<file path="src/rtl/gpio_pkg.sv">
package gpio_pkg;
    localparam int GPIO_LINES = 8;
    localparam int GPIO_ADDR_W = 12;
    localparam logic [31:0] GPIO_ID_DEFAULT = 32'h0047_5031;

    function automatic logic [7:0] id_byte(input logic [31:0] id, input logic [1:0] k);
        return id[k*8 +: 8];
    endfunction
endpackage

</file>
<file path="src/rtl/gpio_apb_regs.sv">
module gpio_apb_regs
    import gpio_pkg::*;
#(
    parameter int LINES = GPIO_LINES,
    parameter int ADDR_W = GPIO_ADDR_W,
    parameter logic [31:0] ID_VALUE = GPIO_ID_DEFAULT
) (
    input  logic              pclk,
    input  logic              presetn,
    input  logic              psel,
    input  logic              penable,
    input  logic              pwrite,
    input  logic [ADDR_W-1:2] word_addr,
    input  logic [LINES-1:0]  pwdata,
    input  logic [LINES-1:0]  pad_in,
    output logic [LINES-1:0]  prdata,
    output logic [LINES-1:0]  data_q,
    output logic [LINES-1:0]  dir_q,
    output logic [LINES-1:0]  mode_q
);
    localparam int DATA_TOP = LINES + 2;
    localparam logic [ADDR_W-1:2] DIR_WORD  = (ADDR_W-2)'(1 << LINES);
    localparam logic [ADDR_W-1:2] MODE_WORD = DIR_WORD + 1'b1;
    localparam logic [ADDR_W-1:4] ID_GROUP  = '1;

    typedef struct packed {
        logic [LINES-1:0] data;
        logic [LINES-1:0] dir;
        logic [LINES-1:0] mode;
    } regs_t;

    regs_t r_d, r_q;
    logic [LINES-1:0] mask, line_view, rdata;
    logic data_hit, dir_hit, mode_hit, id_hit, wr_en, rd_en;

    assign mask     = word_addr[DATA_TOP-1:2];
    assign data_hit = (word_addr[ADDR_W-1:DATA_TOP] == '0);
    assign dir_hit  = (word_addr == DIR_WORD);
    assign mode_hit = (word_addr == MODE_WORD);
    assign id_hit   = (word_addr[ADDR_W-1:4] == ID_GROUP);
    assign wr_en    = psel & penable & pwrite;
    assign rd_en    = psel & ~pwrite;

    // A software-owned output reads back its register bit; any other line reads the pin
    assign line_view = (~r_q.mode & r_q.dir & r_q.data) | (~(~r_q.mode & r_q.dir) & pad_in);

    always_comb begin
        r_d   = r_q;
        rdata = '0;
        if (wr_en) begin
            if (data_hit)      r_d.data = (r_q.data & ~mask) | (pwdata & mask);
            else if (dir_hit)  r_d.dir  = pwdata;
            else if (mode_hit) r_d.mode = pwdata;
        end
        if (rd_en) begin
            if (data_hit)      rdata = line_view & mask;
            else if (dir_hit)  rdata = r_q.dir;
            else if (mode_hit) rdata = r_q.mode;
            else if (id_hit)   rdata = LINES'(id_byte(ID_VALUE, word_addr[3:2]));
        end
    end

    always_ff @(posedge pclk or negedge presetn) begin
        if (!presetn) r_q <= '0;
        else          r_q <= r_d;
    end

    assign prdata = rdata;
    assign data_q = r_q.data;
    assign dir_q  = r_q.dir;
    assign mode_q = r_q.mode;

    assert_reset_clear_R1: assert property (@(posedge pclk) disable iff (!presetn)
        $rose(presetn) |-> (r_q == '0));

    assert_masked_write_R2: assert property (@(posedge pclk) disable iff (!presetn)
        (wr_en && data_hit) |=> (((r_q.data ^ $past(r_q.data)) & ~$past(mask)) == '0));

    assert_masked_read_R3: assert property (@(posedge pclk) disable iff (!presetn)
        (rd_en && data_hit) |-> ((prdata & ~mask) == '0));

    assert_readonly_space_R7: assert property (@(posedge pclk) disable iff (!presetn)
        (wr_en && !data_hit && !dir_hit && !mode_hit) |=> $stable(r_q));
endmodule

</file>
<file path="src/rtl/gpio_pad_mux.sv">
module gpio_pad_mux #(
    parameter int LINES = gpio_pkg::GPIO_LINES
) (
    input  logic [LINES-1:0] data_q,
    input  logic [LINES-1:0] dir_q,
    input  logic [LINES-1:0] mode_q,
    input  logic [LINES-1:0] aux_oe,
    input  logic [LINES-1:0] aux_out,
    output logic [LINES-1:0] pad_out,
    output logic [LINES-1:0] pad_oe
);
    for (genvar i = 0; i < LINES; i++) begin : g_line
        always_comb begin
            if (mode_q[i]) begin
                pad_out[i] = aux_out[i];
                pad_oe[i]  = aux_oe[i];
            end else begin
                pad_out[i] = data_q[i];
                pad_oe[i]  = dir_q[i];
            end
        end
    end
endmodule

</file>
<file path="src/rtl/apb_gpio8.sv">
module apb_gpio8
    import gpio_pkg::*;
#(
    parameter int LINES = GPIO_LINES,
    parameter int ADDR_W = GPIO_ADDR_W,
    parameter logic [31:0] ID_VALUE = GPIO_ID_DEFAULT
) (
    input  logic              pclk,
    input  logic              presetn,
    input  logic              psel,
    input  logic              penable,
    input  logic              pwrite,
    input  logic [ADDR_W-1:0] paddr,
    input  logic [LINES-1:0]  pwdata,
    output logic [LINES-1:0]  prdata,
    output logic              pready,
    input  logic [LINES-1:0]  pad_in,
    output logic [LINES-1:0]  pad_out,
    output logic [LINES-1:0]  pad_oe,
    input  logic [LINES-1:0]  aux_oe,
    input  logic [LINES-1:0]  aux_out,
    output logic [LINES-1:0]  aux_in
);
    logic [LINES-1:0] data_q, dir_q, mode_q;
    logic [1:0] unused_byte_lane;

    assign unused_byte_lane = paddr[1:0];
    assign pready = 1'b1;
    assign aux_in = pad_in;

    gpio_apb_regs #(.LINES(LINES), .ADDR_W(ADDR_W), .ID_VALUE(ID_VALUE)) u_regs (
        .pclk(pclk), .presetn(presetn), .psel(psel), .penable(penable), .pwrite(pwrite),
        .word_addr(paddr[ADDR_W-1:2]), .pwdata(pwdata), .pad_in(pad_in), .prdata(prdata),
        .data_q(data_q), .dir_q(dir_q), .mode_q(mode_q)
    );

    gpio_pad_mux #(.LINES(LINES)) u_mux (
        .data_q(data_q), .dir_q(dir_q), .mode_q(mode_q), .aux_oe(aux_oe),
        .aux_out(aux_out), .pad_out(pad_out), .pad_oe(pad_oe)
    );

    // A pad may drive only when its direction bit or its hardware-mode bit allows it
    assert_oe_source_R4: assert property (@(posedge pclk) disable iff (!presetn)
        ((pad_oe & ~(dir_q | mode_q)) == '0));

    assert_hw_owner_R5: assert property (@(posedge pclk) disable iff (!presetn)
        ((pad_oe & mode_q) == (aux_oe & mode_q)));
endmodule

</file>
<file path="config.mk">
export PLATFORM = sky130hd
export DESIGN_NAME = apb_gpio8
export DESIGN_NICKNAME = d
export VERILOG_FILES = /design/src/rtl/gpio_pkg.sv /design/src/rtl/gpio_apb_regs.sv /design/src/rtl/gpio_pad_mux.sv /design/src/rtl/apb_gpio8.sv
export SDC_FILE = /design/constraint.sdc
export NUM_CORES = 1
export LEC_CHECK = 0
export BUFFER_PORTS_ARGS = -buffer_cell sky130_fd_sc_hd__buf_2
export CAP_MARGIN = 40
export CORE_MARGIN = 2
export CORE_UTILIZATION = 25
export CTS_CLUSTER_SIZE = 20
export DETAILED_ROUTE_END_ITERATION = 8
export PLACE_DENSITY = 0.54
export SLEW_MARGIN = 20
export SYNTH_ARGS = -nofsm -noshare
export SYNTH_HDL_FRONTEND = slang
export SYNTH_SLANG_ARGS = --single-unit
</file>
<file path="constraint.sdc">
create_clock -name pclk -period 3.9 [get_ports pclk]
set_clock_uncertainty 0.15 [all_clocks]
set_input_delay 0.78 -clock pclk [delete_from_list [all_inputs] [get_ports pclk]]
set_output_delay 0.78 -clock pclk [all_outputs]
set_load 0.03 [all_outputs]
</file>
==> results of run 1 <==
-- cells in the final DEF, fill, tap and decap left out, types with 2 or more instances in the layout --
master     n
a221oi_1   2
nand2_1   11
nand2b_1   2
inv_1      4
ha_1       3
nand3_1    3
a21oi_1    7
a211oi_1   4
nor2_1    10
a32oi_1    2
mux2i_1    2
buf_2     78
buf_4      2
or2_1      2
o211ai_1   2
and3_1     2
nand4b_1   2
o32ai_1    2
dfrtp_1   24
mux2_2    22
a22o_1     2
nor2b_1    9
nand4_1    2
nor3_1     2
mux2_4     8
a21o_1     7
clkbuf_8   3
mux2_1     8
-- critical path, delay by kind of cell --
kind                     cells  cell delay [ps]
AND/OR/NAND/NOR              3             1060
buffers and inverters        3              480
adder cells (fa/ha/maj)      1              180
AO/OA/AOI/OAI                1              160
-- layout make-up --
cell class / instances / area, um^2 / area share, %
Clock buffer: 3 / 41.3 / 1.83
Inverter: 4 / 15.0 / 0.666
Multi-Input combinational cell: 129 / 1070 / 47.6
Sequential cell: 24 / 601 / 26.6
Tap cell: 96 / 120 / 5.32
Timing Repair Buffer: 80 / 405 / 18.0
-- cell families (layout without fill, tap and decap cells) --
kind of cell | after synthesis | count (layout) | synth area share [%]
fa+ha+maj | 3 | 3 | 2.10
flops | 24 | 24 | 33.7
simple gates | 54 | 54 | 18.4
other cells | 1 | 1 | 0.210
mux | 40 | 40 | 26.8
buf+inv | 17 | 87 | 6.17
compound gates | 31 | 31 | 12.6
-- layer usage --
metal  global-route usage [%]  vias to the layer above
li1                         -                      761
met4                     1.38                        0
met2                     20.2                       46
met5                        0                        -
met3                     3.36                        2
met1                     16.5                      744
-- power by group --
| part | total [mW] | internal, mW | switching [mW] |
|---|---|---|---|
| clock | 0.145 | 0.0690 | 0.0756 |
| combinational | 0.167 | 0.0680 | 0.0994 |
| sequential | 0.278 | 0.266 | 0.0124 |
-- stage by stage --
stage | power [mW] | hold WS [ps] | cells | worst slack (ps)
after global routing | 0.625 | 384 | 336 | 135
after global placement | 0.449 | 364 | 333 | 289
after detailed placement | 0.452 | 366 | 333 | 336
after floorplan | 0.389 | 334 | 170 | 206
after CTS | 0.601 | 367 | 336 | 318
final | 0.590 | 346 | 336 | 318
-- path summary, 6_finish.rpt --
path                                   from                to  slack, ps  depth (start not counted)
hold reg to reg                    register          register        380                          1
setup / recovery                   paddr[3]         prdata[5]        320                          8
min in group pclk                  register          register        380                          1
hold / removal                      presetn  u_regs.mode_q[4]        350                          1
max in group asynchronous           presetn   u_regs.dir_q[0]       2890                          1
setup reg to reg           u_regs.mode_q[0]  u_regs.mode_q[0]       2870                          1
==> flow_summary.yaml, run 1 <==
status:
  status: "complete, no violations"
drt:
  drt_iter0_drc: 66
  vias: 1553
  post_drt_wl_per_cell_um: 14.3
  antenna_left: 0
  met2_length_um: 2250
  wl_met3_um: 296
  firstDrtPassIters: 4
  dr.max_layer_used: "met4"
  drc: 0
  wirelength_met1_um: 2230
  vias_per_cell: 4.62
  routed_wl_um: 4790
cts:
  root_buffer: "clkbuf_8"
  cts_resized: 0
  clkSinkCount: 24
  clkTransAtPathRegs_ps: 80
  cts-htree-levels: 1
  cts-buffers-inserted: 3
  postCtsSetupBuffers: 0
  cts_tree: "yes"
  cts_hold_buf: 0
  clkLatencyLatePin_ps: 260
  cts_buffer_depth: 2
placement:
  place_area_um2: 2210
  dp_hpwl_um: 3810
  gp_congestion: 0.882
  port_buffers: 78
cells_and_area:
  final_area_um2: 2260
  area_delta_synth_final_pct: 26.4
  fin_nets: 294
  layout-drive-gt1-share_pct: 49.6
  antennaDiodeCount: 0
  fillers: 747
  utilization_pct: 32.8
grt:
  first_global_vias: 1500
  grt.overflow.total: 0
  antenna_found_initial: 0
  grt_usage_pct: 12.2
  grt_start_max_net_pins: 25
  grt_pass1_wl_um: 7490
synthesis:
  synth_flop_cell: "dfrtp_1"
  postSynthCellCount: 170
  netlist_top_cells_area: "dfrtp_1, mux2_2, mux2_4, mux2_1, buf_4"
  synthTopCellsByCount: "dfrtp_1, mux2_2, nand2_1, buf_4, nor2_1"
  syn-cell-area_um2: 1780
  synth_seq_cells: 24
  async_flop_share_pct: 100
  yosys.area.top_type_share_pct: 33.7
  synth_warnings: 0
  yosysMostFrequentCell: "dfrtp_1"
  postSynthAreaPerCell_um2: 10.5
  synth_edf_count: 0
  seq_area_frac_synth_pct: 33.7
  synth_cell_type_count: 42
  yosysTopAreaCell: "dfrtp_1"
  synth_nets: 222
critical_path:
  required_ps: 2970
  cpMaxStageDelayCell: "and3_1"
  cp_max_fo: 7
  crit_path_frequent_cell: "buf_2"
  worst_ep_arrival_time_ps: 2650
  worstSetupEndpointType: "output pin"
  path_cells: "buf_2 -> inv_1 -> ha_1 -> nor3b_1 -> and3_1 -> a2111oi_0 -> nor4_1 -> buf_2"
  startpoint_type: "input port"
  max_stage_delay_ps: 400
  critical_path_class: "input port to output pin"
sta:
  rsz0062_at_grt: "false"
  drv_slew: 0
  setup_viol: 0
  fin_crit_ps: 3580
  final.setup.tns_ps: 0
  max_slew_margin_pct: 48.5
  worstMarginPinSlew_ps: 769
  hold_viol: 0
  max_freq_mhz: 279
  period_share_pct: 91.8
run:
  cap_violations: 0
power:
  p_leak_nw: 1.20
  p_per_area_nw_per_um2: 261
  vdd_drop_max_v: 0.000216
floorplan:
  dieWidth_um: 88.5
  core_um2: 6870
  row_count: 30
  die_area_um2: 7830
  die_y_um: 88.5
  start_util_pct: 26.0
  io_pins: 82
worst_hold_path:
  min_path_type: "input port to async pin"
(Power assumes the default switching activity.)
==> run 2: changes to the inputs <==
Settings changed: BUFFER_PORTS_ARGS -buffer_cell sky130_fd_sc_hd__buf_2 to not set, DONT_BUFFER_PORTS set to 1, PLACE_DENSITY 0.54 to 0.44, SLEW_MARGIN 20 to 40.
==> flow_summary.yaml, run 2 (synthesis gave the netlist of run 1 again) <==
floorplan:
  io_pins: 82
  die_area_um2: 7830
  dieWidth_um: 88.5
  start_util_pct: 26.0
  die_y_um: 88.5
  row_count: 30
  core_um2: 6870
drt:
  post_drt_wl_per_cell_um: 17.9
  routed_wl_um: 4710
  vias_per_cell: 5.05
  vias: 1328
  firstDrtPassIters: 4
  drt_iter0_drc: 100
  drc: 0
  antenna_left: 0
power:
  power.switching_uw: 158
  p_clk_share_pct: 28.1
  p_per_area_nw_per_um2: 279
  pwr-share-seq_pct: 52.1
  power_frac_comb_pct: 19.7
  switching_share_pct: 29.7
  internal_power_uw: 374
  p_total_uw: 532
  vdd_drop_max_v: 0.000166
  p_leak_nw: 0.890
sta:
  max_slew_margin_pct: 59.4
  rsz0062_at_grt: "false"
  fin_crit_ps: 3410
  hold_viol: 0
  setup_viol: 0
  final.setup.tns_ps: 0
  max_freq_mhz: 293
  period_share_pct: 87.6
  postLayoutSetupSlackWorst_ps: 485
  worstMarginPinSlew_ps: 610
  drv_slew: 0
grt:
  grt_usage_pct: 12.2
  grt_pass1_wl_um: 7120
  antenna_found_initial: 0
  grt_start_max_net_pins: 25
  grt.overflow.total: 0
  first_global_vias: 1315
cells_and_area:
  final_area_um2: 1910
  utilization_pct: 27.7
  layout-drive-gt1-share_pct: 28.1
  antennaDiodeCount: 0
  final_common_cell: "dfrtp_1"
  layout_common_cells: "dfrtp_1, mux2_2, nand2_1"
  area_delta_synth_final_pct: 6.80
  fin_nets: 221
cts:
  cts-htree-levels: 1
  clkLatencyLatePin_ps: 260
  root_buffer: "clkbuf_8"
  cts-buffers-inserted: 3
  cts_tree: "yes"
  clkSinkCount: 24
  cts_hold_buf: 0
  cts_buffer_depth: 2
  postCtsSetupBuffers: 0
  clkTransAtPathRegs_ps: 90
  cts_resized: 0
critical_path:
  rrSetupSlack_ps: 2890
  max_stage_delay_ps: 400
  r2r_start: "u_regs.mode_q[6]"
  path_cells: "inv_1 -> ha_1 -> nor3b_1 -> and3_1 -> a2111oi_0 -> nor4_1 -> buf_4"
  cp_max_fo: 7
  r2r_end: "u_regs.mode_q[6]"
  critical_path_class: "input port to output pin"
  required_ps: 2970
  r2r_cells: 1
  cpLargestDelayFamily: "simple AND/OR/NAND/NOR gates"
  worstSetupEndpointType: "output pin"
  cp.depth: 7
  startpoint_type: "input port"
  cpMaxStageDelayCell: "and3_1"
  crit_buf_inv: 2
  worst_ep_arrival_time_ps: 2480
worst_hold_path:
  min_path_type: "input port to async pin"
status:
  status: "complete, no violations"
run:
  cap_violations: 0
placement:
  dpl_worst_slack_ps: 486
  dp_hpwl_um: 3700
  place_area_um2: 1860
  port_buffers: 0
  gp_congestion: 0.749
run 2: cell count changes in the layout (fill, tap and decap cells not counted), sizes merged:
cell | before | now
buf | 80 | 7
run 2: how the worst max path moves through the flow:
stage                           end     start  slack [ps]
after floorplan           prdata[5]  paddr[3]         210
after global placement    prdata[5]  paddr[3]         450
after detailed placement  prdata[6]  paddr[3]         490
after CTS                 prdata[6]  paddr[3]         480
after global routing      prdata[5]  paddr[3]         240
final                     prdata[5]  paddr[3]         490
run 2: layer usage:
layer | GRT usage, % | part of all wire, % | routed length (um) | vias to the layer above
li1 | - | - | - | 613
met1 | 15.3 | 42 | 1970 | 652
met2 | 20.8 | 50 | 2330 | 59
met3 | 3.64 | 8.1 | 380 | 4
met4 | 2.62 | 0.49 | 23 | 0
met5 | 0 | 0 | 0 | -
run 2: area by class of cell:
| cell class | instances | area, um^2 |
|---|---|---|
| flip-flops and latches | 24 | 601 |
| clock buffers | 3 | 41.3 |
| repair buffers | 7 | 52.6 |
| multi-input cells | 129 | 1080 |
| fillers | 732 | 4960 |
| inverters | 4 | 15.0 |
| well taps | 96 | 120 |
run 2: metrics by stage:
| step | instances | hold WS (ps) |
|---|---|---|
| after floorplan | 170 | 334 |
| after global placement | 260 | 336 |
| after detailed placement | 260 | 336 |
| after CTS | 263 | 35.6 |
| after global routing | 263 | 23.9 |
| final | 263 | 47.8 |
run 2: power by group through the flow:
| stage | Combinational, mW | Clock (mW) | Sequential (mW) |
|---|---|---|---|
| global route | 0.113 | 0.169 | 0.280 |
| CTS | 0.106 | 0.159 | 0.278 |
| finish | 0.105 | 0.150 | 0.277 |
| floorplan | 0.110 | 0 | 0.278 |
| global placement | 0.105 | 0 | 0.282 |
| detailed placement | 0.106 | 0 | 0.283 |
==> run 3: changes to the inputs <==
Clock period 3.9 ns to 3.5 ns, I/O delays scaled along.
==> flow_summary.yaml, run 3 (synthesis gave the netlist of run 1 again) <==
cts:
  cts-buffers-inserted: 3
  clkLatencyLatePin_ps: 280
  clkTransAtPathRegs_ps: 100
  cts-htree-levels: 1
  cts_tree: "yes"
  cts_buffer_depth: 2
  root_buffer: "clkbuf_8"
  clkSinkCount: 24
cells_and_area:
  area_delta_synth_final_pct: 11.0
  utilization_pct: 28.8
  antennaDiodeCount: 0
  fin_nets: 227
  fin_cells: 270
  fillers: 733
  layout-drive-gt1-share_pct: 31.0
  layout_common_cells: "dfrtp_1, mux2_2, buf_4"
  final_common_cell: "dfrtp_1"
grt:
  grt_usage_pct: 12.8
  first_global_vias: 1427
  grt_start_max_net_pins: 25
  grt_pass1_wl_um: 7580
  grt.overflow.total: 0
  antenna_found_initial: 0
sta:
  rsz0062_at_grt: "false"
  final.setup.tns_ps: 0
  hold_ws_ps: 71.8
  max_slew_margin_pct: 58.5
  max_freq_mhz: 316
  worstMarginPinSlew_ps: 620
  setup_viol: 0
  drv_slew: 0
  period_share_pct: 90.5
  hold_viol: 0
  fin_crit_ps: 3170
drt:
  drc: 0
  drt_iter0_drc: 50
  firstDrtPassIters: 4
  vias_per_cell: 4.95
  post_drt_wl_per_cell_um: 17.4
  antenna_left: 0
  vias: 1337
  routed_wl_um: 4690
critical_path:
  startpoint_type: "input port"
  cpLargestDelayFamily: "simple AND/OR/NAND/NOR gates"
  rrSetupSlack_ps: 2480
  max_stage_delay_ps: 400
  worst_ep_arrival_time_ps: 2320
  r2r_start: "u_regs.mode_q[0]"
  cpMaxStageDelayCell: "and3_1"
  cp_max_fo: 7
  r2r_cells: 1
  required_ps: 2650
  r2r_end: "u_regs.mode_q[0]"
  path_cells: "inv_1 -> ha_1 -> nor3b_1 -> and3_1 -> a221oi_1 -> o32ai_1 -> buf_4"
  crit_buf_inv: 2
  worstSetupEndpointType: "output pin"
  critical_path_class: "input port to output pin"
power:
  vdd_drop_max_v: 0.000133
  p_clk_share_pct: 31.4
  p_per_area_nw_per_um2: 321
  switching_share_pct: 30.1
  p_leak_nw: 0.935
  internal_power_uw: 444
  pwr-share-seq_pct: 48.6
  power.switching_uw: 191
  power_frac_comb_pct: 20.0
floorplan:
  die_y_um: 88.5
  die_area_um2: 7830
  start_util_pct: 26.0
  dieWidth_um: 88.5
  row_count: 30
  core_um2: 6870
  io_pins: 82
run:
  cap_violations: 0
status:
  status: "complete, no violations"
placement:
  dpl.cell_count: 265
  port_buffers: 0
  dp_hpwl_um: 3720
  gp_congestion: 0.735
worst_hold_path:
  min_path_type: "input port to async pin"
[run 3: per-stage QoR]
stage | power, mW | area [um^2] | worst slack, ps
after CTS | 0.645 | 1980 | 309
after global routing | 0.667 | 1980 | 80.4
after detailed placement | 0.435 | 1910 | 317
after global placement | 0.433 | 1910 | 331
final | 0.635 | 1980 | 332
after floorplan | 0.434 | 1790 | 139
[run 3: routing by layer]
metal,GRT usage (%),share of wire [%],vias to the layer above
li1,-,-,622
met1,16.3,44,652
met2,21.5,48,59
met3,3.36,7.2,4
met4,3.31,0.94,0
met5,0,0,-
[run 3: worst max-delay path by stage]
stage / start / to / depth (start not counted)
global route: paddr[3] / prdata[6] / 7
global placement: paddr[3] / prdata[4] / 7
floorplan: paddr[3] / prdata[6] / 7
finish: paddr[3] / prdata[6] / 7
detailed placement: paddr[3] / prdata[6] / 7
CTS: paddr[3] / prdata[6] / 7
[run 3: power groups by stage]
stage | Combinational [mW] | Clock (mW) | Sequential (mW)
after CTS | 0.129 | 0.207 | 0.309
after global routing | 0.137 | 0.217 | 0.313
final | 0.127 | 0.200 | 0.309
after floorplan | 0.124 | 0 | 0.310
after detailed placement | 0.120 | 0 | 0.315
after global placement | 0.119 | 0 | 0.314
[run 3: cell type report]
| type | count | area (um^2) | share of cell area [%] |
|---|---|---|---|
| Clock buffer | 4 | 55.1 | 2.78 |
| Inverter | 4 | 15.0 | 0.758 |
| Multi-Input combinational cell | 129 | 1080 | 54.5 |
| Sequential cell | 24 | 601 | 30.3 |
| Tap cell | 96 | 120 | 6.06 |
| Timing Repair Buffer | 13 | 110 | 5.56 |
[run 3: repair_timing]
item                      in CTS  in global routing
hold buffers                   1                  0
setup buffers                  0                  0
hold endpoints to repair      24                  0
resized for setup              0                  0
